<file path="src/rtl/dap_pkg.sv">
package dap_pkg;
  function automatic int unsigned link_width(int unsigned k);
    return 2 * k + 1;
  endfunction
endpackage

</file>
<file path="src/rtl/dap_encoder.sv">
module dap_encoder #(
  parameter int unsigned K = 32,
  localparam int unsigned W = dap_pkg::link_width(K)
) (
  input  logic [K-1:0] data_i,
  output logic [W-1:0] wires_o
);
  for (genvar i = 0; i < K; i++) begin : g_pair
    assign wires_o[2*i]   = data_i[i];
    assign wires_o[2*i+1] = data_i[i];
  end
  assign wires_o[W-1] = ^data_i;
endmodule

</file>
<file path="src/rtl/dap_decoder.sv">
module dap_decoder #(
  parameter int unsigned K = 32,
  localparam int unsigned W = dap_pkg::link_width(K)
) (
  input  logic [W-1:0] wires_i,
  output logic [K-1:0] data_o,
  output logic         flag_o
);
  logic [K-1:0] copy_a, copy_b;
  logic         par_ok;

  for (genvar i = 0; i < K; i++) begin : g_split
    assign copy_a[i] = wires_i[2*i];
    assign copy_b[i] = wires_i[2*i+1];
  end

  assign par_ok = (^copy_a) == wires_i[W-1];
  // parity mismatch means copy A (or the parity wire) is hit: take copy B
  assign data_o = par_ok ? copy_a : copy_b;
  assign flag_o = !par_ok || (copy_a != copy_b);
endmodule

</file>
<file path="src/rtl/dap_out_stage.sv">
module dap_out_stage #(
  parameter int unsigned K  = 32,
  parameter bit          EN = 1'b1
) (
  input  logic         clk_i,
  input  logic         rst_ni,
  input  logic         valid_i,
  input  logic [K-1:0] data_i,
  input  logic         flag_i,
  output logic         valid_o,
  output logic [K-1:0] data_o,
  output logic         flag_o
);
  if (EN) begin : g_reg
    always_ff @(posedge clk_i or negedge rst_ni) begin
      if (!rst_ni) begin
        valid_o <= 1'b0;
        data_o  <= '0;
        flag_o  <= 1'b0;
      end else begin
        valid_o <= valid_i;
        if (valid_i) begin
          data_o <= data_i;
          flag_o <= flag_i;
        end
      end
    end
  end else begin : g_wire
    assign valid_o = valid_i;
    assign data_o  = data_i;
    assign flag_o  = flag_i;
  end
endmodule

</file>
<file path="src/rtl/dap_link_codec.sv">
module dap_link_codec #(
  parameter int unsigned K       = 32,
  parameter bit          OUT_REG = 1'b1,
  localparam int unsigned W      = dap_pkg::link_width(K)
) (
  input  logic         clk_i,
  input  logic         rst_ni,
  input  logic         tx_valid_i,
  input  logic [K-1:0] tx_data_i,
  output logic         link_valid_o,
  output logic [W-1:0] link_o,
  input  logic         rx_valid_i,
  input  logic [W-1:0] link_i,
  output logic         rx_valid_o,
  output logic [K-1:0] rx_data_o,
  output logic         rx_flag_o
);
  logic [K-1:0] dec_data;
  logic         dec_flag;

  assign link_valid_o = tx_valid_i;

  dap_encoder #(.K(K)) u_enc (
    .data_i  (tx_data_i),
    .wires_o (link_o)
  );

  dap_decoder #(.K(K)) u_dec (
    .wires_i (link_i),
    .data_o  (dec_data),
    .flag_o  (dec_flag)
  );

  dap_out_stage #(.K(K), .EN(OUT_REG)) u_out (
    .clk_i   (clk_i),
    .rst_ni  (rst_ni),
    .valid_i (rx_valid_i),
    .data_i  (dec_data),
    .flag_i  (dec_flag),
    .valid_o (rx_valid_o),
    .data_o  (rx_data_o),
    .flag_o  (rx_flag_o)
  );
endmodule

</file>
<file path="config.mk">
export PLATFORM = sky130hd
export DESIGN_NAME = dap_link_codec
export DESIGN_NICKNAME = d
export VERILOG_FILES = /design/src/rtl/dap_pkg.sv /design/src/rtl/dap_encoder.sv /design/src/rtl/dap_decoder.sv /design/src/rtl/dap_out_stage.sv /design/src/rtl/dap_link_codec.sv
export SDC_FILE = /design/constraint.sdc
export NUM_CORES = 1
export LEC_CHECK = 0
export BUFFER_PORTS_ARGS = -buffer_cell sky130_fd_sc_hd__buf_2
export CORE_UTILIZATION = 35
export DETAILED_ROUTE_END_ITERATION = 10
export PLACE_DENSITY = 0.63
export SLEW_MARGIN = 20
export SYNTH_ARGS = -nofsm -noshare
export SYNTH_HDL_FRONTEND = slang
export SYNTH_SLANG_ARGS = --single-unit
</file>
<file path="constraint.sdc">
create_clock -name clk_i -period 1.3 [get_ports clk_i]
set_clock_uncertainty 0.2 [all_clocks]
set_input_delay 0.13 -clock clk_i [delete_from_list [all_inputs] [get_ports clk_i]]
set_output_delay 0.13 -clock clk_i [all_outputs]
set_load 0.02 [all_outputs]
</file>
==> results.txt <==
Post-synthesis instance total: 470
Core area: 0.0104 sq mm
Ys Warns: 0
Crit path max fanout: 7
Worst-skew pair later-pin latency: 290 ps
Maximum vdd drop: 1.16 mV
Power per cell area: 1880 mW/mm^2
Number of max-cap violations: 0
Worst hold endpoint: link_valid_o
Slew headroom: 76.9%
Wire per inst: 16.7 um
Non-Filler Instances: 793
Cts bufs inserted: 5
Reg-to-Reg Start: u_out.data_o[27]
Min-delay src: tx_valid_i
Drt drc: 0
Fin util: 53.7%
Max Clk Rate: 549 MHz
GRT Overall Usage: 22.1%
Hold Crit Depth: 0
Layout cell share with drive strength beyond 1: 53.7%
Synth cell types: 23
Synth Net Count: 571
Worst setup margin: -521 ps
Reg2reg setup slack: 250 ps
Worst EP arrival: 1800 ps
ANT cells: 0
Die Height: 106 um
Violated checks: negative setup slack
Initial Utilization: 36.5%
Post-route ant nets: 0
Number of flops mapped to enable cells by yosys: 0
Minimum clock period: 1820 ps
Congestion Overflow GR: 0
Fin. max-slew vios: 0
Full die area: 0.0113 sq mm
Worst setup EP type: flip-flop
RSZ-0062 raised after global routing: yes
Clock transition at the registers of the reported paths: 70 ps
Critical R2R Capture: u_out.data_o[27]
CTS Buffer Depth: 2
FFs w/ async S/R, synth: 100%
I/O pin count: 201
Final WL: 13300 um
Initial antenna violation count: 0
Row count: 37
Seq. cell area: 851 sq um
Area grow syn2layout: 47.0%
Fin area: 0.00559 sq mm
Largest net degree at the start of global routing: 71
Post-Syn Area: 0.00381 sq mm
Reg2reg path depth: 1
Die W: 106 um
Run status: finished, violations left
Via count: 4242
Number of placed instances, taps included: 778
Multi-input gate area: 0.00260 sq mm
Filler cells: 916
CTS tree: done
Yosys reg bits: 34
CP required: 1280 ps
H-tree depth: 2
Critical path startpoint category: input port
Syn Area/Cell: 8.10 sq um
Clock Sinks: 34
Pre-Repair DR Iteration Count: 5
HP Class: in -> out
First-pass GRT wire length: 19600 um
Tcrit/Tclk final: 140%
Number of global-route vias before repair: 3892
Gpl congestion: 0.822
Critical path class: in -> reg
Nets: 757
Leak: 0.00268 uW
Synth Flop Type: dfrtp_1
Dpl hpwl: 9760 um
Tightest Pin Transition: 344 ps
Setup violators final: 34
Sequential area share after synthesis: 22.4%
Routed vias/inst: 5.35
Setup TNS Final: -16560 ps
Final hold violations: 0
DRT iter0 DRCs: 278
Clock root buffer: clkbuf_8
Fin Hold WS: 60.2 ps
Port bufs: 198
Placed inst area: 0.00507 sq mm
[power by group]
part | switching [uW] | internal (uW) | total (uW)
combinational | 4260 | 3400 | 7660
sequential | 311 | 1570 | 1880
clock | 430 | 536 | 966
total | 5000 | 5500 | 10500
[logic make-up (layout without fill, tap and decap cells)]
group	Yosys count	count (layout)	synth area share, %
DFF	34	34	22.4
buffers and inverters	104	291	19.0
xor gates and xnor gates	95	95	23.6
AOI/OAI and AO/OA	97	97	16.3
and+or+nand+nor	140	140	18.7
[critical path, stage by stage]
cell       delay (ps)
buf_4             120
xnor2_2           190
xnor2_2           150
xnor2_1           100
buf_4             140
xnor3_2           490
clkbuf_16         190
a21oi_4            30
a211o_1           260
[through the flow]
step	power (uW)	setup WS [ps]
6_report	10500	-521
4_1_cts	9940	-491
5_1_grt	11100	-593
2_1_floorplan	6940	-561
3_3_place_gp	8630	-803
3_5_place_dp	8780	-894
[layout by cell type (no fill, tap or decap)]
cell type / netlist / final
a21oi_4: 0 / 1
nand3_2: 0 / 24
xnor2_2: 1 / 19
dfrtp_1: 34 / 34
nand4_1: 7 / 7
buf_4: 66 / 76
a211o_1: 32 / 32
xor2_1: 9 / 6
xnor2_4: 0 / 3
clkbuf_16: 0 / 2
buf_12: 0 / 9
buf_6: 5 / 12
inv_1: 1 / 1
xnor3_2: 1 / 2
xor3_2: 1 / 2
xnor2_1: 81 / 60
nand3_1: 129 / 105
a21oi_1: 61 / 54
nor4_1: 3 / 3
buf_2: 12 / 182
clkbuf_8: 2 / 8
dlygate4sd3_1: 2 / 1
a21oi_2: 4 / 10
xor2_2: 0 / 3
nor2_1: 1 / 1
[what timing repair did]
action / in CTS / in global routing
gates resized for setup: 20 / 41
buffers inserted: 3 / 1
hold endpoints to repair: 34 / 0
setup endpoints to repair: 34 / 34
pin swaps: 6 / 13
hold buffers: 1 / 0
gates cloned: 0 / 2
[layer usage]
metal	GRT usage, %	vias up	wire (um)
li1	-	1963	-
met3	3.49	29	1040
met4	6.65	0	320
met5	0	-	0
met2	41.2	246	7060
met1	25.7	2004	4840
[cell usage after synthesis, types with 2 or more instances]
cell type / instances / share of area [%]
xor2_1: 9 / 2.1
nor4_1: 3 / 0.49
nand4_1: 7 / 1.2
a21oi_1: 61 / 8.0
buf_6: 5 / 1.5
buf_4: 66 / 13
clkbuf_1: 13 / 1.3
nand3_1: 129 / 17
a21oi_2: 4 / 0.92
clkbuf_8: 2 / 0.72
dfrtp_1: 34 / 22
buf_2: 12 / 1.6
dlygate4sd3_1: 2 / 0.53
buf_1: 3 / 0.30
a211o_1: 32 / 7.4
xnor2_1: 81 / 19
[sequential cells by signal, summed over array words and instances, names as in the netlist]
signal	count
u_out.data_o	32
u_out.flag_o	1
u_out.valid_o	1
[cell type report]
type                            count  share of cell area, %
Sequential cell                    34                   15.2
Multi-Input combinational cell    332                   46.5
Clock buffer                        8                   1.97
Inverter                            1                 0.0671
Tap cell                          136                   3.04
Timing Repair Buffer              282                   33.2
[worst max path at each step]
stage	startpoint	endpoint	slack, ps	depth (start not counted)
floorplan	link_i[54]	u_out.data_o[26]	-560	8
global placement	link_i[54]	u_out.data_o[0]	-800	8
detailed placement	link_i[8]	u_out.data_o[9]	-890	9
CTS	link_i[2]	u_out.data_o[19]	-490	9
global route	link_i[4]	u_out.data_o[23]	-590	9
finish	link_i[4]	u_out.data_o[6]	-520	9
(Power assumes the default switching activity.)
